==> config.mk <==
export PLATFORM = sky130hd
export DESIGN_NAME = gpio_pd_port
export DESIGN_NICKNAME = d
export VERILOG_FILES = /design/src/rtl/gpio_pd_pkg.sv /design/src/rtl/gpio_pd_sync.sv /design/src/rtl/gpio_pd_ctrl.sv /design/src/rtl/gpio_pd_dpath.sv /design/src/rtl/gpio_pd_port.sv
export SDC_FILE = /design/constraint.sdc
export NUM_CORES = 1
export LEC_CHECK = 0
export CAP_MARGIN = 20
export CORE_MARGIN = 2
export CORE_UTILIZATION = 30
export DETAILED_ROUTE_END_ITERATION = 10
export PLACE_DENSITY = 0.59
export SKIP_LAST_GASP = 1
export SLEW_MARGIN = 20
export SYNTH_ARGS = -nofsm -noshare
export SYNTH_HDL_FRONTEND = slang
export SYNTH_SLANG_ARGS = --single-unit
==> constraint.sdc <==
create_clock -name clk -period 1.4 [get_ports clk]
set_input_delay 0.21 -clock clk [delete_from_list [all_inputs] [get_ports clk]]
set_output_delay 0.21 -clock clk [all_outputs]
set_load 0.03 [all_outputs]
==> src/rtl/gpio_pd_pkg.sv <==
package gpio_pd_pkg;

  // Decoded bus actions passed from control to datapath
  typedef struct packed {
    logic dataWr;
    logic dirWr;
    logic pdWr;
    logic dataRd;
    logic dirRd;
  } portStrobe_t;

endpackage

==> src/rtl/gpio_pd_sync.sv <==
module gpio_pd_sync #(
  parameter int WIDTH  = 8,
  parameter int STAGES = 2
) (
  input  logic             clk,
  input  logic             rstN,
  input  logic [WIDTH-1:0] asyncIn,
  output logic [WIDTH-1:0] syncOut
);

  localparam int WARM_W = $clog2(STAGES + 1);

  logic [WIDTH-1:0] stageQ [STAGES];

  always_ff @(posedge clk or negedge rstN) begin
    if (!rstN) begin
      for (int s = 0; s < STAGES; s++) stageQ[s] <= '0;
    end else begin
      stageQ[0] <= asyncIn;
      for (int s = 1; s < STAGES; s++) stageQ[s] <= stageQ[s-1];
    end
  end

  assign syncOut = stageQ[STAGES-1];

  // Cycles since reset, saturating, so the latency check never looks before reset
  logic [WARM_W-1:0] warmCnt;
  always_ff @(posedge clk or negedge rstN) begin
    if (!rstN) warmCnt <= '0;
    else if (warmCnt != WARM_W'(STAGES)) warmCnt <= warmCnt + 1'b1;
  end

  generate
    if (STAGES == 2) begin : g_lat2
      AST_SYNC_LATENCY: assert property (@(posedge clk) disable iff (!rstN)
        (warmCnt == WARM_W'(STAGES)) |-> (syncOut == $past(asyncIn, 2)));
    end
  endgenerate

endmodule

==> src/rtl/gpio_pd_ctrl.sv <==
module gpio_pd_ctrl
  import gpio_pd_pkg::*;
#(
  parameter int              ADDR_W    = 16,
  parameter logic [ADDR_W-1:0] DATA_ADDR = 16'h0001,
  parameter logic [ADDR_W-1:0] DIR_ADDR  = 16'h0005,
  parameter logic [ADDR_W-1:0] PD_ADDR   = 16'h0011
) (
  input  logic              busWrEn,
  input  logic              busRdEn,
  input  logic [ADDR_W-1:0] busAddr,
  output portStrobe_t       strobe
);

  logic hitData, hitDir, hitPd;

  always_comb begin
    hitData = (busAddr == DATA_ADDR);
    hitDir  = (busAddr == DIR_ADDR);
    hitPd   = (busAddr == PD_ADDR);

    strobe.dataWr = busWrEn && hitData;
    strobe.dirWr  = busWrEn && hitDir;
    strobe.pdWr   = busWrEn && hitPd;
    // Pulldown register is write-only: no read select exists for it
    strobe.dataRd = busRdEn && hitData;
    strobe.dirRd  = busRdEn && hitDir;
  end

  always_comb begin
    AST_ONE_WRITE: assert ($onehot0({strobe.dataWr, strobe.dirWr, strobe.pdWr}));
  end

endmodule

==> src/rtl/gpio_pd_dpath.sv <==
module gpio_pd_dpath
  import gpio_pd_pkg::*;
#(
  parameter int               WIDTH    = 8,
  parameter logic [WIDTH-1:0] PD_RESET = '1
) (
  input  logic             clk,
  input  logic             rstN,
  input  portStrobe_t      strobe,
  input  logic [WIDTH-1:0] wrData,
  input  logic [WIDTH-1:0] syncIn,
  input  logic             pdGlobalDis,
  output logic [WIDTH-1:0] rdData,
  output logic [WIDTH-1:0] padOut,
  output logic [WIDTH-1:0] padOe,
  output logic [WIDTH-1:0] padPdEn
);

  logic [WIDTH-1:0] dataLatch;
  logic [WIDTH-1:0] dirReg;
  logic [WIDTH-1:0] pdReg;

  // Data latch is not reset: it is always writable and is preloaded by software
  always_ff @(posedge clk) begin
    if (strobe.dataWr) dataLatch <= wrData;
  end

  always_ff @(posedge clk or negedge rstN) begin
    if (!rstN) begin
      dirReg <= '0;
      pdReg  <= PD_RESET;
    end else begin
      if (strobe.dirWr) dirReg <= wrData;
      if (strobe.pdWr)  pdReg  <= wrData;
    end
  end

  // Per-pin pad control and read-back selection
  logic [WIDTH-1:0] pinView;
  generate
    for (genvar i = 0; i < WIDTH; i++) begin : g_pin
      assign padPdEn[i] = pdReg[i] & ~dirReg[i] & ~pdGlobalDis;
      assign pinView[i] = dirReg[i] ? dataLatch[i] : syncIn[i];
    end
  endgenerate

  assign padOut = dataLatch;
  assign padOe  = dirReg;

  always_comb begin
    if (strobe.dataRd)     rdData = pinView;
    else if (strobe.dirRd) rdData = dirReg;
    else                   rdData = '0;
  end

  AST_DIR_HOLD: assert property (@(posedge clk) disable iff (!rstN)
    !strobe.dirWr |=> $stable(dirReg));
  AST_PD_HOLD: assert property (@(posedge clk) disable iff (!rstN)
    !strobe.pdWr |=> $stable(padPdEn) || !$stable(dirReg) || !$stable(pdGlobalDis));
  AST_DIR_TAKES: assert property (@(posedge clk) disable iff (!rstN)
    strobe.dirWr |=> (padOe == $past(wrData)));

  always_comb begin
    AST_PD_OFF_OUTPUT: assert ((padPdEn & padOe) == '0);
    AST_PD_GLOBAL_OFF: assert (!pdGlobalDis || (padPdEn == '0));
  end

endmodule

==> src/rtl/gpio_pd_port.sv <==
module gpio_pd_port
  import gpio_pd_pkg::*;
#(
  parameter int                WIDTH     = 8,
  parameter int                ADDR_W    = 16,
  parameter int                SYNC_STAGES = 2,
  parameter logic [ADDR_W-1:0] DATA_ADDR = 16'h0001,
  parameter logic [ADDR_W-1:0] DIR_ADDR  = 16'h0005,
  parameter logic [ADDR_W-1:0] PD_ADDR   = 16'h0011,
  parameter logic [WIDTH-1:0]  PD_RESET  = '1
) (
  input  logic              clk,
  input  logic              rstN,
  input  logic [ADDR_W-1:0] busAddr,
  input  logic              busWrEn,
  input  logic              busRdEn,
  input  logic [WIDTH-1:0]  busWrData,
  output logic [WIDTH-1:0]  busRdData,
  input  logic              pdGlobalDis,
  input  logic [WIDTH-1:0]  padIn,
  output logic [WIDTH-1:0]  padOut,
  output logic [WIDTH-1:0]  padOe,
  output logic [WIDTH-1:0]  padPdEn,
  output logic [WIDTH-1:0]  periphIn
);

  portStrobe_t      strobe;
  logic [WIDTH-1:0] padSync;

  gpio_pd_ctrl #(
    .ADDR_W(ADDR_W), .DATA_ADDR(DATA_ADDR), .DIR_ADDR(DIR_ADDR), .PD_ADDR(PD_ADDR)
  ) u_ctrl (
    .busWrEn(busWrEn), .busRdEn(busRdEn), .busAddr(busAddr), .strobe(strobe)
  );

  gpio_pd_sync #(.WIDTH(WIDTH), .STAGES(SYNC_STAGES)) u_sync (
    .clk(clk), .rstN(rstN), .asyncIn(padIn), .syncOut(padSync)
  );

  gpio_pd_dpath #(.WIDTH(WIDTH), .PD_RESET(PD_RESET)) u_dpath (
    .clk(clk), .rstN(rstN), .strobe(strobe), .wrData(busWrData), .syncIn(padSync),
    .pdGlobalDis(pdGlobalDis), .rdData(busRdData), .padOut(padOut), .padOe(padOe),
    .padPdEn(padPdEn)
  );

  // Raw pad level goes to other modules regardless of direction
  assign periphIn = padIn;

  AST_RD_IDLE_ZERO: assert property (@(posedge clk) disable iff (!rstN)
    !busRdEn |-> (busRdData == '0));

endmodule

# ---- After elaboration in Yosys (flattened, before gate mapping)
# Cells that the tools add are included.
dict set report op_classes {
  eq_ne 3
  mux 10
  bitwise 25
  reduce_logical 5
}
# cell n
set op_table {}
lappend op_table {{bitwise AND 1 bit} 16}
lappend op_table {{== test 16 x 1 -> 1 bit, second input constant} 1}
lappend op_table {{== test 16 x 3 -> 1 bit, second input constant} 1}
lappend op_table {{== test 16 x 5 -> 1 bit, second input constant} 1}
lappend op_table {{two-way mux 8 bit} 2}
lappend op_table {{inverter 1 bit} 9}
lappend op_table {{two-way mux 1 bit} 8}
lappend op_table {{logical AND 1 bit} 5}
dict set report totals {
  register_bits 40
  inputBits 37
  output_inout_bits 40
  wordCells 48
}

# ---- Longest topological paths before layout
dict set report logic_depth {
  ltp_word 4
  depth_mapped 5
  ltp_nobuf 4
}

# ---- Modules after synthesis
# Synthesis repeated with hierarchy kept, for this count alone.
dict set report hier_totals {
  cells_unflattened 117
  area_unflattened_um2 1737.9
}
# module n_inst cells_each area_each_um2 seq_area_each_um2
set modules_own_cells {}
lappend modules_own_cells {gpio_pd_dpath 1 71 1104.8 650.6}
lappend modules_own_cells {gpio_pd_sync 1 24 460.4 400.4}
lappend modules_own_cells {gpio_pd_ctrl 1 14 112.6 0.0}
lappend modules_own_cells {gpio_pd_port 1 8 60.1 0.0}

# ---- Worst setup path before layout
# No wires, ideal clock.
dict set report synth_timing {
  path_type {input -> register}
  start {in busAddr[9]}
  end {reg u_dpath.dataLatch[0] (netlist: u_dpath.padOut[0]) (enable)}
  setup_ns 0.385
  arrival_ns 1.516
  t_required_ns 1.015
  path_slack_ns -0.502
  path_stages 4
  n_path_buf 0
  cell_sequence {nor4_1 and2_1 nand3_1 nor3b_1}
}
# element line_no
set synth_rtl {}
lappend synth_rtl {{from (decl)} gpio_pd_port.sv:14} ;# input logic [ADDR_W-1:0] busAddr,
lappend synth_rtl {{to (signal assigned)} gpio_pd_dpath.sv:25} ;# if (strobe.dataWr) dataLatch <= wrData;
lappend synth_rtl {{to (decl)} gpio_pd_dpath.sv:19} ;# logic [WIDTH-1:0] dataLatch;

# ---- Worst setup path in the final report
dict set report layout_timing {
  start {in busAddr[8]}
  end {out busRdData[1]}
}
dict set report layout_between {
  elab_chain_cells 4
  word_cells_on_any_way 6
  classes_between {eq/ne: 2; mux: 2; reduce/logical: 2}
}
# element line_no
set layout_rtl {}
lappend layout_rtl {{== test 16 x 3 -> 1 bit} gpio_pd_ctrl.sv:19} ;# hitDir = (busAddr == DIR_ADDR);
lappend layout_rtl {{logical AND 1 bit} gpio_pd_ctrl.sv:27} ;# strobe.dirRd = busRdEn && hitDir;
lappend layout_rtl {{two-way mux 8 bit} gpio_pd_dpath.sv:52} ;# else if (strobe.dirRd) rdData = dirReg;
lappend layout_rtl {{two-way mux 8 bit *} gpio_pd_dpath.sv:51} ;# if (strobe.dataRd) rdData = pinView;
lappend layout_rtl {{to (decl)} gpio_pd_port.sv:18} ;# output logic [WIDTH-1:0] busRdData,
# Every way passes the cells marked *; elsewhere a longest branch is shown, timed or not.

==> metrics <==
CP peak stage delay 0.31 ns; Crit-path slowest cell nor4_4; register clock-pin slew on the reported worst setup and hold paths 0.07 ns; CTS tree built; area of the die 6020 sq um; share of cells above drive strength 1 0.573; ANT nets after route 0; commonest non-fill, non-tap cell in the layout buf_4; wire length of the first global-routing pass 7.83 mm; Crit. path cell count 7; Yosys reg bits 40; Synth cell types 24; fmax 0.611 GHz; drt wl/cell 16.6 um; port bufs 76; Area Growth Syn to Fin 77.3%; FF-to-FF path depth 3; Placed Cells 274; worst-skew pair later-pin latency 0.28 ns; Die Ht 77.6 um; Yosys warnings 0; Pleak 1.28 nW; Antenna Cells 0; CP cell instances buf_6 -> nor4_4 -> and2_4 -> nand4_1 -> buf_6 -> a21oi_4 -> buf_6; Post-Syn Nets 157; crit-path leading delay family simple AND/OR/NAND/NOR gates; CP Class input port to output pin; Placer Congestion 0.750; Routed Wire Length 4.91 mm; crit path DAT 1.43 ns; hpwl dp 3.35 mm; Non-Filler Instances 295; Hold Path Class input port to async pin; Hold Vio Cnt, Final 0; core box area 5170 sq um; via count 1357; CP Buf/Inv Count 3; effective utilization at floorplan 0.314; most used cell, CP buf_6; CTS Sinks 40; most frequent cells in the layout buf_4 (35), dfrtp_1 (24), buf_6 (23), clkdlybuf4s50_1 (19), dlygate4sd2_1 (15); PD cells 758 nW/um^2; initial DRC count 36; final setup violation count 27; Clock Skews 0.000381 ns; clock tree buffer depth 2; minimum clock period 1.64 ns; DRC viols 0; RSZ-0062 raised after global routing true; clk root buf clkbuf_8; Post-CTS Hold Buffers 0; violated checks negative setup slack; Die Width 77.6 um; grt total ovfl 0; 1st-pass router iterations 4; MaxCap Viol Count 0; sequential-to-total area share from yosys stat 0.647; Syn Area/Cell 13.5 sq um; number of cell rows 26; Startpoint Class input port; fin. max-slew vios 0; Slew HR 0.735; Slew @ Worst Pin 0.394 ns; number of global-route vias before repair 1451; largest net degree at the start of global routing 33; outcome finished, violations left; drt via density 4.60; CTS Buf Count 5; initial antenna violation count 0; PnR worst setup slack -0.237 ns; total chip power 2.19 mW; Crit. End Element output pin; IO Count 77; final net count 261; cell area after synthesis 1630 sq um; GRT Resource Usage Total 0.170; Final Cell Area 2880 sq um; synthesized instance count 120; H-tree levels 2; Critical Path RT 1.19 ns; Worst VDD drop 0.000366 V; Placed Area 2620 sq um; final cycle utilization of the critical path 1.17; worst-path maximum fanout 8
worst paths after layout:
path,from,end,slack [ns]
worst max register to register,u_dpath.padOe[6],u_dpath.padOe[6],0.38
min in group clk,u_sync.stageQ[15],u_sync.syncOut[7],0.35
max in group asynchronous,rstN,u_dpath.pdReg[5],0.87
worst min-delay path,rstN,u_sync.stageQ[14],0.28
worst max-delay path,busAddr[8],busRdData[1],-0.24
worst min register to register,u_sync.stageQ[15],u_sync.syncOut[7],0.35
metrics by stage:
stage	util	hold slack, ns	setup slack [ns]	TNS (ns)
floorplan	-	-0.0856	-0.295	-4.73
global placement	0.506	0.332	-0.627	-17.86
detailed placement	0.506	0.337	-0.671	-19.06
CTS	0.553	0.282	-0.195	-2.47
global route	0.557	0.291	-0.278	-3.86
finish	0.557	0.284	-0.237	-2.54
cell usage after synthesis:
cell type / number / share of area
dfrtp_1: 24 / 0.37
mux2_2: 16 / 0.11
nor3b_1: 9 / 0.042
a21oi_1: 8 / 0.025
buf_4: 8 / 0.037
dfstp_2: 8 / 0.13
edfxtp_1: 8 / 0.15
nand2_1: 8 / 0.018
nor2_1: 8 / 0.018
o21ai_0: 8 / 0.025
clkbuf_1: 2 / 0.0046
and2_1: 1 / 0.0039
buf_6: 1 / 0.0069
nand3_1: 1 / 0.0031
nand3b_1: 1 / 0.0046
nand4_1: 1 / 0.0039
nand4_2: 1 / 0.0077
nor2_2: 1 / 0.0039
nor3_1: 1 / 0.0031
nor3_4: 1 / 0.010
nor4_1: 1 / 0.0039
nor4_2: 1 / 0.0077
nor4b_2: 1 / 0.0092
or3b_2: 1 / 0.0054
kinds of logic after synthesis:
kind of cell	Yosys count	synth area share
buffers and inverters	11	0.0485
multiplexers	16	0.111
AND/OR/NAND/NOR	37	0.145
AO/OA/AOI/OAI	16	0.0493
flip-flops	40	0.647
what timing repair did:
| action | 4_1_cts | 5_1_grt |
|---|---|---|
| setup buffers | 11 | 7 |
| endpoints found under the hold margin | 0 | 0 |
| resized for setup | 95 | 20 |
| setup endpoints to repair | 53 | 43 |
| pin swaps | 15 | 10 |
report_power, final:
| group | switching (mW) | internal [mW] |
|---|---|---|
| Sequential | 0.00597 | 1.21 |
| Clock | 0.366 | 0.349 |
| Combinational | 0.125 | 0.127 |
| Total | 0.497 | 1.69 |
final cells by class:
class	count	area, sq um
clock buffer	7	76.3
clock inverter	1	5.00
fill	438	2290
multi-input combinational	69	698
sequential	40	1050
tap	70	87.6
timing repair buffer	108	963
worst register-to-register path, cell delays in order (launching register included):
cell	delay, ns
dfrtp_1	0.41
buf_6	0.13
buf_6	0.11
mux2_4	0.26
state kept, by name (all words and copies together) (netlist names):
signal and count:
u_dpath.padOe 8, u_dpath.padOut 8, u_dpath.pdReg 8, u_sync.stageQ 8, u_sync.syncOut 8
layer usage:
metal | part of all wire | track usage | up-vias
li1 | - | - | 624
met1 | 0.43 | 0.216 | 667
met2 | 0.49 | 0.274 | 58
met4 | 0.018 | 0.0679 | 0
met3 | 0.061 | 0.0453 | 8
met5 | 0 | 0 | -
No activity file was read; power rests on OpenSTA's default activity.
